===== config.mk =====
export PLATFORM = sky130hd
export DESIGN_NAME = wt_serial_mixer
export DESIGN_NICKNAME = d
export VERILOG_FILES = /design/src/rtl/wt_pkg.sv /design/src/rtl/wt_pin_mux.sv /design/src/rtl/wt_clk_gen.sv /design/src/rtl/wt_deser.sv /design/src/rtl/wt_sat_mix.sv /design/src/rtl/wt_serial_mixer.sv
export SDC_FILE = /design/constraint.sdc
export NUM_CORES = 1
export LEC_CHECK = 0
export BUFFER_PORTS_ARGS = -buffer_cell sky130_fd_sc_hd__clkbuf_2
export CAP_MARGIN = 20
export CORE_UTILIZATION = 60
export DETAILED_ROUTE_END_ITERATION = 16
export PLACE_DENSITY_LB_ADDON = 0.08
export REMOVE_ABC_BUFFERS = 1
export SYNTH_ARGS = -nofsm -noshare
export SYNTH_HDL_FRONTEND = slang
export SYNTH_HIERARCHICAL = 1
export SYNTH_SLANG_ARGS = --single-unit

===== constraint.sdc =====
create_clock -name clk_i -period 7.2 [get_ports clk_i]
set_input_delay 0 -clock clk_i [delete_from_list [all_inputs] [get_ports clk_i]]
set_output_delay 0 -clock clk_i [all_outputs]
set_load 0.005 [all_outputs]

===== src/rtl/wt_pkg.sv =====
package wt_pkg;
  localparam int SAMPLE_W = 16;
  localparam int NCH      = 2;
  localparam int CH_L     = 0;
  localparam int CH_R     = 1;

  typedef logic signed [SAMPLE_W-1:0] sample_t;

  localparam sample_t SAT_MAX = {1'b0, {(SAMPLE_W-1){1'b1}}};
  localparam sample_t SAT_MIN = {1'b1, {(SAMPLE_W-1){1'b0}}};

  function automatic sample_t sat_add(sample_t a, sample_t b);
    logic signed [SAMPLE_W:0] s;
    s = {a[SAMPLE_W-1], a} + {b[SAMPLE_W-1], b};
    if (s[SAMPLE_W] != s[SAMPLE_W-1]) return s[SAMPLE_W] ? SAT_MIN : SAT_MAX;
    return s[SAMPLE_W-1:0];
  endfunction
endpackage


===== src/rtl/wt_pin_mux.sv =====
module wt_pin_mux (
  input  logic       wt_en_i,
  input  logic       mclk_i,
  input  logic [2:0] bus_dout_i,
  input  logic [2:0] bus_oe_i,
  output logic [2:0] bus_din_o,
  input  logic [2:0] pad_in_i,
  output logic [2:0] pad_out_o,
  output logic [2:0] pad_oe_o,
  output logic       sdata_o,
  output logic       frame_o
);
  localparam int P_SD = 2;
  localparam int P_LR = 1;
  localparam int P_MC = 0;

  always_comb begin
    if (wt_en_i) begin
      pad_out_o       = '0;
      pad_out_o[P_MC] = mclk_i;
      pad_oe_o        = 3'b001;
      bus_din_o       = '0;
    end else begin
      pad_out_o = bus_dout_i;
      pad_oe_o  = bus_oe_i;
      bus_din_o = pad_in_i;
    end
  end

  // serial inputs read as zero when the pads belong to the bus
  assign sdata_o = wt_en_i & pad_in_i[P_SD];
  assign frame_o = wt_en_i & pad_in_i[P_LR];
endmodule


===== src/rtl/wt_clk_gen.sv =====
module wt_clk_gen #(
  parameter int MCLK_HALF = 1,
  parameter int BIT_MCLKS = 6
) (
  input  logic clk_i,
  input  logic rst_ni,
  input  logic run_i,
  output logic mclk_o,
  output logic bit_tick_o
);
  localparam int BIT_CLKS = 2 * MCLK_HALF * BIT_MCLKS;
  localparam int HW = (MCLK_HALF > 1) ? $clog2(MCLK_HALF) : 1;
  localparam int BW = $clog2(BIT_CLKS);

  logic [HW-1:0] half_q;
  logic [BW-1:0] bit_q;
  logic          mclk_q;

  always_ff @(posedge clk_i or negedge rst_ni) begin
    if (!rst_ni) begin
      half_q <= '0;
      bit_q  <= '0;
      mclk_q <= 1'b0;
    end else if (!run_i) begin
      half_q <= '0;
      bit_q  <= '0;
      mclk_q <= 1'b0;
    end else begin
      if (half_q == HW'(MCLK_HALF - 1)) begin
        half_q <= '0;
        mclk_q <= ~mclk_q;
      end else begin
        half_q <= half_q + 1'b1;
      end
      if (bit_q == BW'(BIT_CLKS - 1)) bit_q <= '0;
      else                            bit_q <= bit_q + 1'b1;
    end
  end

  assign mclk_o     = mclk_q;
  assign bit_tick_o = run_i && (bit_q == BW'(BIT_CLKS - 1));
endmodule


===== src/rtl/wt_deser.sv =====
module wt_deser
  import wt_pkg::*;
#(
  parameter int SYNC_STAGES = 2
) (
  input  logic    clk_i,
  input  logic    rst_ni,
  input  logic    run_i,
  input  logic    tick_i,
  input  logic    sdata_i,
  input  logic    frame_i,
  output sample_t held_o [NCH]
);
  localparam int CW = $clog2(SAMPLE_W);

  logic [SYNC_STAGES-1:0] sd_sync, lr_sync;
  logic                   sd_s, lr_s, lr_prev, busy;
  logic [CW-1:0]          cnt;
  logic                   chan;
  logic [SAMPLE_W-1:0]    shreg, shnext;
  sample_t                held_q [NCH];

  always_ff @(posedge clk_i or negedge rst_ni) begin
    if (!rst_ni) begin
      sd_sync <= '0;
      lr_sync <= '0;
    end else begin
      sd_sync <= {sd_sync[SYNC_STAGES-2:0], sdata_i};
      lr_sync <= {lr_sync[SYNC_STAGES-2:0], frame_i};
    end
  end

  assign sd_s   = sd_sync[SYNC_STAGES-1];
  assign lr_s   = lr_sync[SYNC_STAGES-1];
  assign shnext = {shreg[SAMPLE_W-2:0], sd_s};

  always_ff @(posedge clk_i or negedge rst_ni) begin
    if (!rst_ni) begin
      lr_prev <= 1'b0;
      busy    <= 1'b0;
      cnt     <= '0;
      chan    <= 1'b0;
      shreg   <= '0;
      for (int i = 0; i < NCH; i++) held_q[i] <= '0;
    end else if (!run_i) begin
      lr_prev <= 1'b0;
      busy    <= 1'b0;
      cnt     <= '0;
      shreg   <= '0;
      for (int i = 0; i < NCH; i++) held_q[i] <= '0;
    end else if (tick_i) begin
      lr_prev <= lr_s;
      if (lr_s != lr_prev) begin
        // word starts on the next bit period; high framing = left
        busy <= 1'b1;
        cnt  <= '0;
        chan <= lr_s ? 1'(CH_L) : 1'(CH_R);
      end else if (busy) begin
        shreg <= shnext;
        if (cnt == CW'(SAMPLE_W - 1)) begin
          busy         <= 1'b0;
          held_q[chan] <= shnext;
        end else begin
          cnt <= cnt + 1'b1;
        end
      end
    end
  end

  assign held_o = held_q;
endmodule


===== src/rtl/wt_sat_mix.sv =====
module wt_sat_mix
  import wt_pkg::*;
(
  input  logic    clk_i,
  input  logic    rst_ni,
  input  logic    valid_i,
  input  sample_t play_i [NCH],
  input  sample_t wt_i   [NCH],
  output logic    valid_o,
  output sample_t mix_o  [NCH]
);
  always_ff @(posedge clk_i or negedge rst_ni) begin
    if (!rst_ni) valid_o <= 1'b0;
    else         valid_o <= valid_i;
  end

  for (genvar c = 0; c < NCH; c++) begin : g_ch
    always_ff @(posedge clk_i or negedge rst_ni) begin
      if (!rst_ni)      mix_o[c] <= '0;
      else if (valid_i) mix_o[c] <= sat_add(play_i[c], wt_i[c]);
    end
  end
endmodule


===== src/rtl/wt_serial_mixer.sv =====
module wt_serial_mixer
  import wt_pkg::*;
#(
  parameter int MCLK_HALF   = 1,
  parameter int BIT_MCLKS   = 6,
  parameter int SYNC_STAGES = 2
) (
  input  logic                clk_i,
  input  logic                rst_ni,
  input  logic                wt_en_i,
  input  logic                mclk_dis_i,
  input  logic                synth_rst_i,
  input  logic [2:0]          bus_dout_i,
  input  logic [2:0]          bus_oe_i,
  output logic [2:0]          bus_din_o,
  input  logic [2:0]          pad_in_i,
  output logic [2:0]          pad_out_o,
  output logic [2:0]          pad_oe_o,
  output logic                synth_rst_no,
  input  logic                play_valid_i,
  input  logic [SAMPLE_W-1:0] play_l_i,
  input  logic [SAMPLE_W-1:0] play_r_i,
  output logic                mix_valid_o,
  output logic [SAMPLE_W-1:0] mix_l_o,
  output logic [SAMPLE_W-1:0] mix_r_o
);
  logic    run, mclk, tick, sdata, frame;
  logic    srst_q;
  sample_t held [NCH];
  sample_t play [NCH];
  sample_t mix  [NCH];

  assign run = wt_en_i && !mclk_dis_i;

  always_ff @(posedge clk_i or negedge rst_ni) begin
    if (!rst_ni) srst_q <= 1'b0;
    else         srst_q <= ~synth_rst_i;
  end
  assign synth_rst_no = srst_q;

  wt_clk_gen #(.MCLK_HALF(MCLK_HALF), .BIT_MCLKS(BIT_MCLKS)) u_clk (
    .clk_i(clk_i), .rst_ni(rst_ni), .run_i(run),
    .mclk_o(mclk), .bit_tick_o(tick)
  );

  wt_pin_mux u_mux (
    .wt_en_i(wt_en_i), .mclk_i(mclk),
    .bus_dout_i(bus_dout_i), .bus_oe_i(bus_oe_i), .bus_din_o(bus_din_o),
    .pad_in_i(pad_in_i), .pad_out_o(pad_out_o), .pad_oe_o(pad_oe_o),
    .sdata_o(sdata), .frame_o(frame)
  );

  wt_deser #(.SYNC_STAGES(SYNC_STAGES)) u_rx (
    .clk_i(clk_i), .rst_ni(rst_ni), .run_i(run), .tick_i(tick),
    .sdata_i(sdata), .frame_i(frame), .held_o(held)
  );

  assign play[CH_L] = play_l_i;
  assign play[CH_R] = play_r_i;

  wt_sat_mix u_mix (
    .clk_i(clk_i), .rst_ni(rst_ni), .valid_i(play_valid_i),
    .play_i(play), .wt_i(held), .valid_o(mix_valid_o), .mix_o(mix)
  );

  assign mix_l_o = mix[CH_L];
  assign mix_r_o = mix[CH_R];
endmodule


==> results of run 1 <==
-- layout make-up --
| class | count | area share |
|---|---|---|
| clock buffers | 12 | 0.02205 |
| inverters | 53 | 0.03022 |
| well taps | 129 | 0.02452 |
| multi-input cells | 423 | 0.4644 |
| flip-flops and latches | 97 | 0.3688 |
| clock inverters | 4 | 0.004372 |
| repair buffers | 100 | 0.08573 |
-- where the power goes --
part	internal (W)	switching [W]	total, W
clock	0.000136	0.000187	0.000322
combinational	0.0000609	0.0000792	0.000140
sequential	0.000565	0.0000110	0.000576
total	0.000762	0.000277	0.00104
-- cells in the final DEF (no fill, tap or decap), types with 3 or more instances in the layout --
cell type	Yosys	final
a211oi_1	3	3
a21o_1	10	10
a21oi_1	39	39
a31oi_1	3	3
and2_1	9	9
and3_1	7	7
buf_4	2	6
clkbuf_2	0	88
clkbuf_8	0	10
dfrtp_1	97	97
dlygate4sd3_1	0	4
ha_1	34	34
inv_1	53	53
mux2i_1	35	35
nand2_1	66	66
nand2b_1	5	5
nand3_1	23	23
nor2_1	26	26
nor2b_1	14	14
nor3_1	7	7
nor4_1	3	3
o211ai_1	5	5
o21a_1	3	3
o21ai_0	23	23
o221ai_1	20	20
o221ai_2	8	8
o31ai_1	3	3
or3_1	3	3
xnor2_1	8	8
xor2_1	15	15
-- cell families after synthesis --
family / count (synthesis) / synth area share
flops: 97 / 0.4152
simple gates: 179 / 0.1567
compound gates: 148 / 0.1875
mux: 36 / 0.06186
xor+xnor: 24 / 0.03725
buf+inv: 83 / 0.06186
fa+ha+maj: 36 / 0.07962
-- routing by layer --
layer,track usage,up-vias,share of wire
met5,0,-,0
met4,0.08696,0,0.016
met3,0.04092,14,0.052
met2,0.4247,144,0.47
met1,0.3580,2276,0.46
li1,-,2327,-
-- critical path, stage by stage (launching register included) --
cell and delay (ns):
dfrtp_1 0.39, ha_1 0.35, and3_1 0.19, a221o_1 0.35
o22ai_1 0.24, o221a_2 0.29, mux2i_1 0.22, or3_1 0.57
o221ai_1 0.27
-- final timing paths --
check                                start         endpoint  depth (start not counted)
min in group clk_i                 wt_en_i  u_rx/lr_sync[0]                          2
setup reg to reg            u_rx/held_o[4]  u_mix/mix_o[13]                          8
setup / recovery            u_rx/held_o[4]  u_mix/mix_o[13]                          8
hold / removal                      rst_ni   u_mix/mix_o[9]                          2
hold reg to reg            u_rx/sd_sync[0]  u_rx/sd_sync[1]                          0
max in group asynchronous           rst_ni   u_rx/held_o[3]                          4
-- state kept, by name, summed over array words and instances, names as in the netlist --
register / cells
u_rx/shreg: 15
u_rx/held_o: 32
u_rx/lr_sync: 2
synth_rst_no: 1
u_rx/busy: 1
u_mix/mix_o: 32
u_mix/valid_o: 1
u_clk/mclk_o: 1
u_rx/cnt: 4
u_rx/chan: 1
u_clk/bit_q: 4
u_rx/lr_prev: 1
u_rx/sd_sync: 2
-- repair_timing --
item | CTS | global route
hold endpoints to repair | 17 | 0
hold buffers | 4 | 0
setup buffers | 0 | 0
-- per-stage QoR --
step                      instances  hold WS, ns  cell area (um2)
after floorplan                 573      -0.2956             5683
after global placement          796      -0.1392             6330
after detailed placement        797      -0.1366             6341
after CTS                       817     0.009633             6555
after global routing            818      0.02321             6583
final                           818      0.01533             6583
==> qor.yml, run 1 <==
status: "complete, no violations"
synth_area_leader_cell: "dfrtp_1"
start_util: 0.6267
setup_viol: 0
rsz0062_at_grt: "no"
worstSetupEndpointType: "flip-flop"
drv_cap: 0
fin_skew_ns: 0.008077
hold_viol_final: 0
finalCritPeriodShare: 0.4226
yosys_most_used_dff: "dfrtp_1"
leakagePower_nw: 3.053
regArea_um2: 2427
cts_sinks: 97
clockRootBuffer: "clkbuf_8"
synth_edf_count: 0
cts_resized: 0
synth_top_area_share: 0.4152
grt_pass1_wl_um: 20900
finalMaxSlewViolations: 0
h-tree-depth: 3
vias_per_cell: 5.820
yosys_warnings: 6
finalPower_w: 0.001039
synth_most_common_cell: "dfrtp_1"
crit_type: "flip-flop to flip-flop"
io_pins: 90
tightestPinTransition_ns: 1.008
cts_tree: "done"
crit_required_ns: 7.39
detail-route-antenna-nets: 0
first_global_vias: 4582
n_antenna_cell: 0
place.port_buffers: 89
core_um2: 9328
pre_cts_slack_ns: 4.190
async_reset_ff_frac: 1.000
first_pass_iters: 4
nets: 767
synth_area_um2: 5846
yosysUniqueCellTypes: 69
gp_congestion: 0.9368
layout-drive-gt1-share: 0.1945
dp_hpwl_um: 9228
wl_per_cell_um: 15.10
synth_area_leaders: "dfrtp_1, ha_1, mux2i_1"
clk_pin_slew_worst_paths_ns: 0.09
syn_inst: 603
critPathMaxFanout: 14
multi_input_area_um2: 3057
post-route-util: 0.7057
crit_arrival_ns: 3.24
min-delay-path-class: "input port to async pin"
wirelength_um: 12350
power_per_cell_area_nw_per_um2: 157.8
cp-start-kind: "flip-flop"
cts_made_buffers: 9
avgSynthCellArea_um2: 9.694
area_growth_pct: 12.61
vias: 4761
synthTopCellsByCount: "dfrtp_1, nand2_1, inv_1"
r2r_slack_ns: 4.16
die-area_um2: 10140
rows: 35
grt_overflow: 0
final.setup.tns_ns: 0
insertion_delay_ns: 0.36
max_freq_mhz: 328.7
seq_area_frac_synth: 0.4152
fp.dieW_um: 100.7
max-vdd-ir-drop_mv: 0.1125
clock_path_buffers: 2
synth_seq_cells: 97
fin_crit_ns: 3.042
drc_errors: 0
relSlewSlack: 0.3248
n_fill_cell: 794
fin_ws_ns: 4.158
grt_max_degree: 84
drt_iter0_drc: 176
grtUsageTotal: 0.2610
die_y_um: 100.7
antenna_found_initial: 0
Note: power is estimated with default switching activity, not from simulation.
==> inputs of run 2 (changes only) <==
CORE_UTILIZATION = 58   (was 60)
clock period = 3.1 ns   (was 7.2 ns; I/O delays follow)
==> qor.yml, run 2 (synthesis results as in run 1) <==
detail-route-antenna-nets: 0  # unchanged
die-area_um2: 10480  # +3.4%
max-vdd-ir-drop_mv: 0.3342  # +200%
final.setup.tns_ns: 0  # unchanged
dp_hpwl_um: 9500  # +3.0%
vias: 4738  # -0.48%
grtUsageTotal: 0.2620  # +0.001025
cts_made_buffers: 9  # unchanged
cp-start-kind: "flip-flop"
finalCritPeriodShare: 0.9069  # +0.4844
vias_per_cell: 5.736  # -1.4%
gp_congestion: 0.9122  # -2.6%
crit_arrival_ns: 3.09  # -0.15 ns
r2r_slack_ns: 0.29  # -3.87 ns
h-tree-depth: 3  # unchanged
drc_errors: 0  # unchanged
clock_path_buffers: 2  # unchanged
layout-drive-gt1-share: 0.2020  # +0.007535
max_stage_delay_ns: 0.53  # -0.04 ns
timing.rr.start: "u_rx/held_o[9]"
crit_required_ns: 3.37  # -4.02 ns
cts_resized: 0  # unchanged
status: "complete, no violations"
reg2regPathDepth: 8  # unchanged
fin_crit_ns: 2.811  # -0.2310 ns
regArea_um2: 2427  # unchanged
die_y_um: 102.4  # +1.7%
rsz0062_at_grt: "no"
layout.cells.non_filler: 826  # +0.98%
hold_path_depth: 2
grt_overflow: 0  # unchanged
final_common_cell: "dfrtp_1"
rows: 36  # +2.9%
wl_per_cell_um: 15.43  # +2.2%
wirelength_um: 12750  # +3.2%
cts_sinks: 97  # unchanged
finalMaxSlewViolations: 0  # unchanged
n_fill_cell: 808  # +1.8%
final_cell_mix: "dfrtp_1, clkbuf_2, nand2_1, inv_1, a21oi_1"
crit_family: "compound AO/OA/AOI/OAI gates"
relSlewSlack: 0.3480  # +0.02323
antenna_found_initial: 0  # unchanged
area_growth_pct: 13.25
worstReg2RegEnd: "u_mix/mix_o[14]"
max_freq_mhz: 355.7  # +8.2%
grt_max_degree: 72  # -14%
power_per_cell_area_nw_per_um2: 379.2  # +140%
path_buf_inv: 0  # unchanged
worstHoldStart: "wt_en_i"
first_pass_iters: 4  # unchanged
min-delay-path-class: "input port to flip-flop"
leakagePower_nw: 3.076  # +0.75%
fp.dieW_um: 102.4  # +1.7%
worstSetupEndpointType: "flip-flop"
first_global_vias: 4535  # -1.0%
crit_type: "flip-flop to flip-flop"
core_um2: 9774  # +4.8%
tightestPinTransition_ns: 0.9771  # -0.03123 ns
n_antenna_cell: 0  # unchanged
dp.cells: 805  # +1.0%
setup_viol: 0  # unchanged
place.port_buffers: 89  # unchanged
crit_chain: "ha_1, nand4_2, or4_1, a211o_1, o211ai_2, nor2_1, a311o_2, o221ai_1"
drt_iter0_drc: 241  # +37%
clk_pin_slew_worst_paths_ns: 0.10  # about the same
worstHoldEndpoint: "u_rx/lr_sync[0]"
cts_tree: "done"
start_util: 0.5981  # -0.02864
critPathSlowestCell: "a311o_2"
clockRootBuffer: "clkbuf_8"
critPathMaxFanout: 15  # +1
multi_input_area_um2: 3057  # unchanged
hold_viol_final: 0  # unchanged
nets: 771  # +0.52%
drv_cap: 0  # unchanged
grt_pass1_wl_um: 21270  # +1.8%
io_pins: 90  # unchanged
insertion_delay_ns: 0.37  # about the same
fin_skew_ns: 0.01499  # +0.006908 ns
==> run 2: cell count changes in the layout (fill, tap and decap cells not counted) <==
cell       delta
buf_4         +6
buf_16        -1
clkbuf_8      -1
bufinv_16     +1
buf_6         -1
inv_6         +3
clkbuf_1      -2
clkinv_4      -1
==> run 2: layout make-up <==
type,instances,area share
sequential,97,0.3667
timing repair buffer,104,0.08618
multi-input combinational,423,0.4617
clock buffer,9,0.01871
inverter,53,0.03005
clock inverter,7,0.01153
tap,133,0.02514
==> run 2: through the flow <==
stage	instance area, um2	power (W)	setup WS [ns]	hold slack, ns	utilization
2_1_floorplan	5683	0.001526	0.3960	-0.2956	-
3_3_place_gp	6372	0.001678	0.2984	0.1430	0.6519
3_5_place_dp	6372	0.001689	0.1565	0.1486	0.6519
4_1_cts	6613	0.002528	0.1369	0.007031	0.6765
5_1_grt	6620	0.002631	0.1432	0.02814	0.6773
6_report	6620	0.002510	0.2885	0.01339	0.6773
==> run 2: routing by layer <==
metal,vias up,GRT usage,share of wire
li1,2334,-,-
met1,2270,0.3627,0.46
met2,116,0.4321,0.47
met3,18,0.04036,0.043
met4,0,0.06593,0.019
met5,-,0,0
==> run 2: timing repair <==
item	CTS	global route
endpoints found under the setup margin	0	14
endpoints found under the hold margin	72	0
hold buffers	4	0
setup buffers	0	1
==> run 2: worst max path at each step <==
stage	start	endpoint	slack [ns]	cells past startpoint
floorplan	wt_en_i	u_rx/held_o[0]	0.40	5
global placement	u_rx/held_o[16]	u_mix/mix_o[29]	0.30	10
detailed placement	u_rx/held_o[16]	u_mix/mix_o[24]	0.16	10
CTS	u_rx/held_o[16]	u_mix/mix_o[23]	0.14	10
global route	u_rx/held_o[9]	u_mix/mix_o[14]	0.14	8
finish	u_rx/held_o[9]	u_mix/mix_o[14]	0.29	8
==> run 2: report_power, final <==
part / leakage (nW) / switching [W] / internal, W / total, W
Clock: 0.0966 / 0.000464 / 0.000380 / 0.000844
Combinational: 1.71 / 0.000186 / 0.000141 / 0.000327
Sequential: 1.27 / 0.0000258 / 0.00131 / 0.00134
==> inputs of run 3 (changes only) <==
CORE_UTILIZATION = 56   (was 58)
PLACE_DENSITY = 0.84   (was default)
PLACE_DENSITY_LB_ADDON = default   (was 0.08)
clock period = 3.15 ns   (was 3.1 ns; I/O delays follow)
==> qor.yml, run 3 (synthesis results as in run 1) <==
status: "complete, no violations"
timing.hold.ws_ns: 0.02039  # +0.006996 ns
grt_pass1_wl_um: 21640  # +1.7%
die-area_um2: 10850  # +3.5%
crit_required_ns: 3.41  # +0.04 ns
rsz0062_at_grt: "no"
first_global_vias: 4661  # +2.8%
top_layer: "met4"
clockRootBuffer: "clkbuf_8"
grtUsageTotal: 0.2439  # -0.01807
hold_path_depth: 2  # unchanged
swShare: 0.2536  # -0.01557
internal-power_w: 0.001906  # +3.9%
final_cell_mix: "dfrtp_1, clkbuf_2, nand2_1, inv_1, a21oi_1"
p_sw_w: 0.0006478  # -4.1%
cts_resized: 0  # unchanged
min-delay-path-class: "input port to flip-flop"
n_antenna_cell: 0  # unchanged
critPathMaxFanout: 13  # -2
final.setup.tns_ns: 0  # unchanged
fin_skew_ns: 0.009191  # -0.005794 ns
finalCritPeriodShare: 0.8944  # -0.01248
hold_viol_final: 0  # unchanged
n_fill_cell: 804  # -0.50%
cts_sinks: 97  # unchanged
final_common_cell: "dfrtp_1"
p_comb_frac: 0.128  # -0.002
detail-route-antenna-nets: 0  # unchanged
wl_met2_um: 6149  # +1.7%
clk_pin_slew_worst_paths_ns: 0.09  # about the same
relSlewSlack: 0.3362  # -0.01180
die_y_um: 104.2  # +1.7%
max_freq_mhz: 354.9  # -0.21%
seq_power_share: 0.516  # -0.018
fin_crit_ns: 2.817  # +0.006019 ns
path_buf_inv: 2  # +2
leakagePower_nw: 3.096  # +0.65%
dp_hpwl_um: 9424  # -0.80%
wirelength_um: 12770  # +0.18%
worstReg2RegEnd: "u_mix/mix_o[16]"
r2r_slack_ns: 0.33  # +0.04 ns
antenna_found_initial: 0  # unchanged
max_stage_delay_ns: 0.40  # -0.13 ns
finalMaxSlewViolations: 0  # unchanged
fp.dieW_um: 104.2  # +1.7%
vias_per_cell: 5.961  # +3.9%
cp-start-kind: "flip-flop"
insertion_delay_ns: 0.35  # -0.02 ns
crit_type: "flip-flop to flip-flop"
wl_met3_um: 688  # +24%
io_pins: 90  # unchanged
finalPower_w: 0.002554  # +1.7%
grt_overflow: 0  # unchanged
fin_ws_ns: 0.3325  # +0.04398 ns
max-vdd-ir-drop_mv: 0.2282  # -32%
crit_family: "compound AO/OA/AOI/OAI gates"
vias: 4918  # +3.8%
worstHoldStart: "wt_en_i"
wl_met1_um: 5630  # -4.7%
place.port_buffers: 89  # unchanged
setup_viol: 0  # unchanged
pre_cts_slack_ns: 0.2252  # +0.06862 ns
start_util: 0.5872  # -0.01082
gp_congestion: 0.8831  # -3.2%
first_pass_iters: 7  # +3
tightestPinTransition_ns: 0.9948  # +0.01768 ns
clkPwrFrac: 0.356  # +0.020
critPathSlowestCell: "fa_1"
rows: 36  # unchanged
power_per_cell_area_nw_per_um2: 383.5  # +1.1%
crit_chain: "ha_1, inv_1, fa_1, nand2b_1, a21o_1, a21o_1, a311oi_2, a21o_1, o211ai_1, buf_4, o221ai_1"
area_growth_pct: 13.93
grt_max_degree: 82  # +14%
cts_tree: "done"
cpMostUsedCell: "a21o_1"
drc_errors: 0  # unchanged
dp.cells: 803  # -0.25%
clock_path_buffers: 2  # unchanged
cts_made_buffers: 9  # unchanged
reg2regPathDepth: 11  # +3
drt_iter0_drc: 232  # -3.7%
layout.cells.non_filler: 825  # -0.12%
regArea_um2: 2427  # unchanged
drv_cap: 0  # unchanged
multi_input_area_um2: 3057  # unchanged
timing.rr.start: "u_rx/held_o[16]"
worstHoldEndpoint: "u_rx/sd_sync[0]"
h-tree-depth: 3  # unchanged
core_um2: 9955  # +1.8%
nets: 770  # -0.13%
layout-drive-gt1-share: 0.2009  # -0.001153
wl_per_cell_um: 15.48  # +0.30%
worstSetupEndpointType: "flip-flop"
crit_arrival_ns: 3.08  # about the same
[run 3: cell types whose count changed in the layout (fill, tap and decap cells not counted), sizes merged]
cell,change
clkinv,+1
bufinv,+1
inv,-2
clkbuf,+1
buf,-1
clkinvlp,-1
[run 3: how the worst max path moves through the flow]
stage | to | cells after the start | startpoint | slack [ns]
3_5_place_dp | u_mix/mix_o[16] | 10 | u_rx/held_o[16] | 0.23
5_1_grt | u_mix/mix_o[22] | 11 | u_rx/held_o[16] | 0.18
3_3_place_gp | u_mix/mix_o[28] | 10 | u_rx/held_o[16] | 0.38
6_report | u_mix/mix_o[16] | 11 | u_rx/held_o[16] | 0.33
4_1_cts | u_mix/mix_o[16] | 10 | u_rx/held_o[16] | 0.18
2_1_floorplan | u_rx/held_o[0] | 5 | wt_en_i | 0.45
[run 3: cell type report]
cell class	count	share of cell area
timing repair buffer	103	0.08754
multi-input combinational	423	0.4590
tap	133	0.02499
clock buffer	10	0.02067
sequential	97	0.3645
clock inverter	6	0.01353
inverter	53	0.02987
[run 3: power by group through the flow]
stage                     logic, W  registers, W  clock network [W]
after global placement    0.000308       0.00134                  0
after CTS                 0.000323       0.00132           0.000934
after global routing      0.000361       0.00133           0.000984
after detailed placement  0.000317       0.00134                  0
after floorplan           0.000156       0.00135                  0
final                     0.000326       0.00132           0.000910
[run 3: routing by layer]
metal / track usage / vias to the layer above
li1: - / 2326
met1: 0.3292 / 2392
met2: 0.4014 / 175
met3: 0.02882 / 25
met4: 0.09694 / 0
met5: 0 / -
[run 3: timing repair]
action                     4_1_cts  5_1_grt
setup endpoints to repair        0       14
hold endpoints to repair        83        0
hold buffers                     4        0
setup buffers                    0        1
[run 3: worst reg2reg max path, stage by stage, from the launching register on]
cell,delay [ns]
dfrtp_1,0.36
ha_1,0.17
inv_1,0.06
fa_1,0.40
nand2b_1,0.20
a21o_1,0.20
a21o_1,0.18
a311oi_2,0.37
a21o_1,0.24
o211ai_1,0.14
buf_4,0.22
o221ai_1,0.19
[run 3: metrics by stage]
| stage | utilization | instance area [um2] |
|---|---|---|
| 4_1_cts | 0.6655 | 6625 |
| 2_1_floorplan | - | 5683 |
| 3_5_place_dp | 0.6386 | 6357 |
| 3_3_place_gp | 0.6386 | 6357 |
| 5_1_grt | 0.6691 | 6660 |
| 6_report | 0.6691 | 6660 |
